**src/rtl/rxbuf_pkg.sv**
```systemverilog
package rxbuf_pkg;
  typedef struct packed {
    logic brk;
    logic par;
    logic frm;
  } rx_flags_t;

  // Occupancy at which automatic flow control drops request-to-send.
  function automatic int unsigned three_quarter(input int unsigned depth);
    return (depth * 3) / 4;
  endfunction
endpackage

```
**src/rtl/rxbuf_store.sv**
```systemverilog
module rxbuf_store
  import rxbuf_pkg::*;
#(
  parameter int unsigned DW    = 8,
  parameter int unsigned DEPTH = 8,
  localparam int unsigned AW   = $clog2(DEPTH),
  localparam int unsigned CW   = $clog2(DEPTH + 1)
) (
  input  logic          clk,
  input  logic          rst_n,
  input  logic          push_req,
  input  logic          pop_req,
  input  logic [DW-1:0] wr_data,
  input  rx_flags_t     wr_flags,
  output logic [DW-1:0] head_data,
  output rx_flags_t     head_flags,
  output rx_flags_t     next_flags,
  output logic [CW-1:0] count,
  output logic          push_ok,
  output logic          pop_ok,
  output logic          ovf_evt
);
  logic [DW-1:0] mem_d [DEPTH];
  rx_flags_t     mem_f [DEPTH];
  logic [AW-1:0] rd_ptr, wr_ptr;
  logic          full, empty;

  function automatic logic [AW-1:0] step(input logic [AW-1:0] p);
    return (p == AW'(DEPTH - 1)) ? '0 : p + 1'b1;
  endfunction

  assign full    = (count == CW'(DEPTH));
  assign empty   = (count == '0);
  assign push_ok = push_req && !full;
  assign pop_ok  = pop_req && !empty;
  assign ovf_evt = push_req && full;

  assign head_data  = mem_d[rd_ptr];
  assign head_flags = mem_f[rd_ptr];
  assign next_flags = mem_f[step(rd_ptr)];

  always_ff @(posedge clk) begin
    if (push_ok) begin
      mem_d[wr_ptr] <= wr_data;
      mem_f[wr_ptr] <= wr_flags;
    end
  end

  always_ff @(posedge clk) begin
    if (!rst_n) begin
      rd_ptr <= '0;
      wr_ptr <= '0;
      count  <= '0;
    end else begin
      if (push_ok) wr_ptr <= step(wr_ptr);
      if (pop_ok)  rd_ptr <= step(rd_ptr);
      if (push_ok && !pop_ok)      count <= count + 1'b1;
      else if (pop_ok && !push_ok) count <= count - 1'b1;
    end
  end


  count_in_range_chk: assert property (@(posedge clk) disable iff (!rst_n)
    count <= CW'(DEPTH));


  full_write_drop_chk: assert property (@(posedge clk) disable iff (!rst_n)
    ovf_evt && !pop_req |=> count == CW'(DEPTH));


  empty_read_ignored_chk: assert property (@(posedge clk) disable iff (!rst_n)
    empty && pop_req && !push_req |=> count == '0);
endmodule

```
**src/rtl/rxbuf_errstat.sv**
```systemverilog
module rxbuf_errstat
  import rxbuf_pkg::*;
#(
  parameter int unsigned DEPTH = 8,
  localparam int unsigned CW   = $clog2(DEPTH + 1)
) (
  input  logic          clk,
  input  logic          rst_n,
  input  logic          push_ok,
  input  logic          pop_ok,
  input  logic          ovf_evt,
  input  logic [CW-1:0] count,
  input  rx_flags_t     wr_flags,
  input  rx_flags_t     head_flags,
  input  rx_flags_t     next_flags,
  input  logic          block_mode,
  input  logic          err_clr,
  output rx_flags_t     stat,
  output logic          overrun
);
  rx_flags_t acc;
  logic      head_new;
  rx_flags_t arriving;
  logic      from_queue;

  // A new head comes either from the queue behind a read, or from the
  // incoming write when the head slot is (or becomes) vacant.
  assign from_queue = pop_ok && (count > CW'(1));
  assign head_new   = from_queue ||
                      (push_ok && ((count == '0) || (pop_ok && count == CW'(1))));
  assign arriving   = from_queue ? next_flags : wr_flags;

  always_ff @(posedge clk) begin
    if (!rst_n) begin
      acc     <= '0;
      overrun <= 1'b0;
    end else begin
      acc     <= (err_clr ? rx_flags_t'('0) : acc) |
                 (head_new ? arriving : rx_flags_t'('0));
      overrun <= (overrun && !err_clr) || ovf_evt;
    end
  end

  always_comb begin
    if (block_mode)         stat = acc;
    else if (count != '0)   stat = head_flags;
    else                    stat = '0;
  end


  overrun_sets_chk: assert property (@(posedge clk) disable iff (!rst_n)
    ovf_evt |=> overrun);


  acc_clear_chk: assert property (@(posedge clk) disable iff (!rst_n)
    err_clr && !head_new |=> acc == '0);


  acc_sticky_chk: assert property (@(posedge clk) disable iff (!rst_n)
    !err_clr |=> (acc & $past(acc)) == $past(acc));
endmodule

```
**src/rtl/rxbuf_rts.sv**
```systemverilog
module rxbuf_rts
  import rxbuf_pkg::*;
#(
  parameter int unsigned DEPTH = 8,
  localparam int unsigned CW   = $clog2(DEPTH + 1),
  localparam logic [CW-1:0] THR = CW'(three_quarter(DEPTH))
) (
  input  logic          clk,
  input  logic          rst_n,
  input  logic          auto_en,
  input  logic          start_det,
  input  logic          cmd_on,
  input  logic          cmd_off,
  input  logic [CW-1:0] count,
  output logic          rts_n
);
  logic hold;
  logic auto_drop, auto_raise;

  assign auto_drop  = auto_en && start_det && (count >= THR);
  assign auto_raise = auto_en && hold && (count < THR);

  always_ff @(posedge clk) begin
    if (!rst_n) begin
      rts_n <= 1'b1;
      hold  <= 1'b0;
    end else if (cmd_off) begin
      rts_n <= 1'b1;
      hold  <= 1'b0;
    end else if (cmd_on) begin
      rts_n <= 1'b0;
      hold  <= 1'b0;
    end else if (auto_drop) begin
      rts_n <= 1'b1;
      hold  <= 1'b1;
    end else if (auto_raise) begin
      rts_n <= 1'b0;
      hold  <= 1'b0;
    end
  end


  auto_drop_chk: assert property (@(posedge clk) disable iff (!rst_n)
    auto_en && start_det && count >= THR && !cmd_on && !cmd_off |=> rts_n);


  manual_only_chk: assert property (@(posedge clk) disable iff (!rst_n)
    !auto_en && !cmd_on && !cmd_off |=> $stable(rts_n));


  cmd_on_chk: assert property (@(posedge clk) disable iff (!rst_n)
    cmd_on && !cmd_off |=> !rts_n);


  no_early_raise_chk: assert property (@(posedge clk) disable iff (!rst_n)
    rts_n && count >= THR && !cmd_on |=> rts_n);
endmodule

```
**src/rtl/uart_rx_buffer.sv**
```systemverilog
module uart_rx_buffer
  import rxbuf_pkg::*;
(
  input  logic       clk,
  input  logic       rst_n,
  input  logic       rx_valid,
  input  logic [7:0] rx_data,
  input  logic       rx_frm,
  input  logic       rx_par,
  input  logic       rx_brk,
  input  logic       start_det,
  input  logic       rd_en,
  input  logic       err_clr,
  input  logic       rts_on,
  input  logic       rts_off,
  input  logic       auto_rts,
  input  logic       block_mode,
  output logic [7:0] head_data,
  output logic       head_valid,
  output logic       stat_frm,
  output logic       stat_par,
  output logic       stat_brk,
  output logic       overrun,
  output logic [3:0] fill,
  output logic       rts_n
);
  localparam int unsigned DW    = 8;
  localparam int unsigned DEPTH = 8;
  localparam int unsigned CW    = $clog2(DEPTH + 1);

  rx_flags_t     in_flags, head_flags, next_flags, stat;
  logic [CW-1:0] count;
  logic          push_ok, pop_ok, ovf_evt;

  assign in_flags = '{brk: rx_brk, par: rx_par, frm: rx_frm};

  rxbuf_store #(.DW(DW), .DEPTH(DEPTH)) u_store (
    .clk(clk), .rst_n(rst_n), .push_req(rx_valid), .pop_req(rd_en),
    .wr_data(rx_data), .wr_flags(in_flags), .head_data(head_data),
    .head_flags(head_flags), .next_flags(next_flags), .count(count),
    .push_ok(push_ok), .pop_ok(pop_ok), .ovf_evt(ovf_evt)
  );

  rxbuf_errstat #(.DEPTH(DEPTH)) u_errstat (
    .clk(clk), .rst_n(rst_n), .push_ok(push_ok), .pop_ok(pop_ok),
    .ovf_evt(ovf_evt), .count(count), .wr_flags(in_flags),
    .head_flags(head_flags), .next_flags(next_flags),
    .block_mode(block_mode), .err_clr(err_clr), .stat(stat),
    .overrun(overrun)
  );

  rxbuf_rts #(.DEPTH(DEPTH)) u_rts (
    .clk(clk), .rst_n(rst_n), .auto_en(auto_rts), .start_det(start_det),
    .cmd_on(rts_on), .cmd_off(rts_off), .count(count), .rts_n(rts_n)
  );

  assign head_valid = (count != '0);
  assign fill       = 4'(count);
  assign stat_frm   = stat.frm;
  assign stat_par   = stat.par;
  assign stat_brk   = stat.brk;


  valid_matches_fill_chk: assert property (@(posedge clk) disable iff (!rst_n)
    head_valid == (fill != 4'd0));
endmodule

```
**config.mk**
```make
export PLATFORM = sky130hd
export DESIGN_NAME = uart_rx_buffer
export DESIGN_NICKNAME = d
export VERILOG_FILES = /design/src/rtl/rxbuf_pkg.sv /design/src/rtl/rxbuf_store.sv /design/src/rtl/rxbuf_errstat.sv /design/src/rtl/rxbuf_rts.sv /design/src/rtl/uart_rx_buffer.sv
export SDC_FILE = /design/constraint.sdc
export NUM_CORES = 1
export LEC_CHECK = 0
export ABC_AREA = 1
export BUFFER_PORTS_ARGS = -buffer_cell sky130_fd_sc_hd__buf_2
export CAP_MARGIN = 20
export CORE_ASPECT_RATIO = 0.8
export CORE_MARGIN = 2
export CORE_UTILIZATION = 30
export CTS_CLUSTER_DIAMETER = 60
export CTS_CLUSTER_SIZE = 8
export DETAILED_ROUTE_END_ITERATION = 16
export GPL_TIMING_DRIVEN = 0
export RECOVER_POWER = 50
export SLEW_MARGIN = 5
export SYNTH_ARGS = -nofsm -noshare
export SYNTH_HDL_FRONTEND = slang
export SYNTH_HIERARCHICAL = 1
export SYNTH_SLANG_ARGS = --single-unit
```
**constraint.sdc**
```tcl
create_clock -name clk -period 2.1 [get_ports clk]
set_input_delay 0.21 -clock clk [delete_from_list [all_inputs] [get_ports clk]]
set_output_delay 0.21 -clock clk [all_outputs]
set_load 0.05 [all_outputs]
```
==> metrics.txt <==
outcome=finished clean; Post-Layout Cell Count=788; Yosys Warn Count=6; DIE HEIGHT=118 µm; CP bufs+invs=3; Synth top area share=54.4%; Worst slew margin=52.8%; register bit total from synthesis=107; Core Rows=41; Synth area leader=edfxtp_1; Clock Root Buffer=clkbuf_16; Detailed Routing Iterations Pass 1=5; most used routing layer=met2; I/O Pins=39; Area after DPL=5380 µm²; Critical-path top delay cell=dfxtp_4; post-route setup slack=110 ps; Setup crit end kind=flop; Overflow after GRT=0; worst min path class=in -> reg; Setup CP Type=reg -> reg; placed cell count=772; startpoint types=flop; first-pass GRT wire length=18.3 mm; H-tree depth=3; initial antenna violation count=0; period utilization=94.8%; crit-path max FO=7; syn avg cell area=9.45 µm²; clk sinks=107; total negative setup slack=0 ps; Lkg Pwr=2.36 nW; DRC=0; Mapped Area=4860 µm²; Slew @ Worst Pin=707 ps; clock tree buffer depth=2; post-synthesis net count=543; Final ANT Viol Nets=0; M3 GR Usage=2.64%; cell area after layout=5730 µm²; PwrDens=1340 nW/µm²; Hold WS=68.3 ps; ant diodes=0; ys flop type=edfxtp_1; layout cell share with drive strength beyond 1=16.4%; clock skew=8.39 ps; pre-CTS setup slack=-145 ps; Post-Route WL=11.4 mm; Final nets=597; Num CTS Buffers=9; vias in the first global route=3555; CTS tree=done; Max Cap Violations=0; Yosys cell types=23; fillcell total=1628; Final Max Slew Viols=0; wire per inst=14.5 µm; GRT Total Usage=13.7%; via count=3564; met2 Usage GRT=22.0%; core area=15800 µm²; Finish-stage setup viols=0; CTS Hold Bufs=0; Die Width=146 µm; die footprint=17200 µm²; VDD IR max=0.435 mV; WP data required=2350 ps; Syn Inst Count=514; fmax=502 MHz; Clk pin slew, worst setup/hold paths=80 ps; starting density of the core=30.7%; CP peak stage delay=390 ps; CP Data Arrival Time=2240 ps; vias per cell=4.52; Util after Layout=36.2%; Synth async-reset ratio=0%; clk_lat worst skew=350 ps; largest net degree at the start of global routing=20; synth top area cells=edfxtp_1 (54%), nand2_1 (11%), dfxtp_1 (7.8%); number of synthesized flops with an enable pin=88; postcts setup bufs=0; HPWL after detailed placement=7.93 mm; P&R area growth vs syn=17.9%; Fin. Hold Viols=0; Total Power=7.70 mW; drt initial violations=313; gpl congestion=0.810; M1 GR Usage=18.6%; Top Family by Delay on Critical Path=simple AND/OR/NAND/NOR gates; port bufs=38; Seq/Total Area, Yosys=62.2%; crit-path cells=nor2_4 > nand3_2 > nand2_2 > inv_2 > ha_1 > inv_2 > ha_1 > or2_2 > nand3_1 > nand3_1 > nand2_1 > inv_1; Tmin final=1990 ps
repair_timing:
item / CTS / global route
cloned: 0 / 0
resized for setup: 17 / 20
setup endpoints to repair: 45 / 23
routing by layer:
metal	wire [µm]	up-vias
met5	0	-
li1	-	1805
met1	5520	1679
met3	507	9
met2	5240	71
met4	133	0
report_power, final:
group          internal (mW)  switching [mW]  total (mW)
clock                  0.823           0.809        1.63
combinational          0.992            2.34        3.33
sequential              2.55           0.177        2.73
total                   4.37            3.33        7.70
final timing paths:
check	from	to	slack [ps]	cells after the start
worst max-delay path	u_store/count[0]$_SDFFE_PN0P_	u_store/count[3]$_SDFFE_PN0P_	110	12
worst min register to register	u_rts/hold$_SDFFE_PP0P_	u_rts/hold$_SDFFE_PP0P_	460	2
worst max register to register	u_store/count[0]$_SDFFE_PN0P_	u_store/count[3]$_SDFFE_PN0P_	110	12
worst min-delay path	rts_off	u_rts/rts_n$_SDFFE_PP1P_	70	3
tightest hold or removal path, cell delays in order:
cell,delay (ps)
buf_2,80
nor2_1,50
nand2_1,50
state kept, by name (all words and copies together), names as in the netlist, named ones only:
signal,cells
u_store/mem_d,64
u_store/mem_f,24
u_store/count,4
u_errstat/acc,3
u_store/rd_ptr,3
u_store/wr_ptr,3
u_errstat/overrun,1
u_rts/hold,1
u_rts/rts_n,1
cells in the mapped netlist (4+ instances only):
cell	n
nand3_1	15
nor2_1	95
clkbuf_1	4
nand2_1	142
edfxtp_1	88
a21oi_1	14
ha_1	7
buf_6	4
dfxtp_1	19
o21ai_0	28
o211ai_1	14
inv_1	45
o21ai_1	16
buf_2	8
area by class of cell:
type,count,area [µm²],area share (%)
sequential,107,3040,53.0
multi-input combinational,343,1590,27.7
tap,215,269,4.70
timing repair buffer,43,243,4.24
clock buffer,9,225,3.93
inverter,48,180,3.15
buffer,16,129,2.25
clock inverter,7,56.3,0.983
layout by cell type (no fill, tap or decap), types with 2 or more instances in the layout:
master / instances
inv_6: 4
o21ai_1: 17
nand2_1: 139
nor2_4: 2
inv_1: 41
clkbuf_16: 9
nand3_1: 15
buf_6: 12
buf_4: 4
buf_2: 26
ha_1: 7
o211ai_1: 14
inv_2: 7
nand3_2: 2
nand2_2: 6
dfxtp_1: 13
xor2_1: 2
nor2_2: 5
clkbuf_4: 2
nor2_1: 89
a21oi_1: 13
clkbuf_1: 11
edfxtp_1: 88
dfxtp_2: 3
clkbuf_2: 4
o21ai_0: 27
dfxtp_4: 3
kinds of logic after synthesis:
| logic type | Yosys count | synth area share [%] |
|---|---|---|
| flip-flops | 107 | 62.2 |
| XOR/XNOR | 2 | 0.361 |
| adder cells (fa/ha/maj) | 8 | 2.21 |
| AO/OA/AOI/OAI | 72 | 8.14 |
| AND/OR/NAND/NOR | 261 | 21.3 |
| buffers and inverters | 64 | 5.77 |
(Power assumes the default switching activity.)
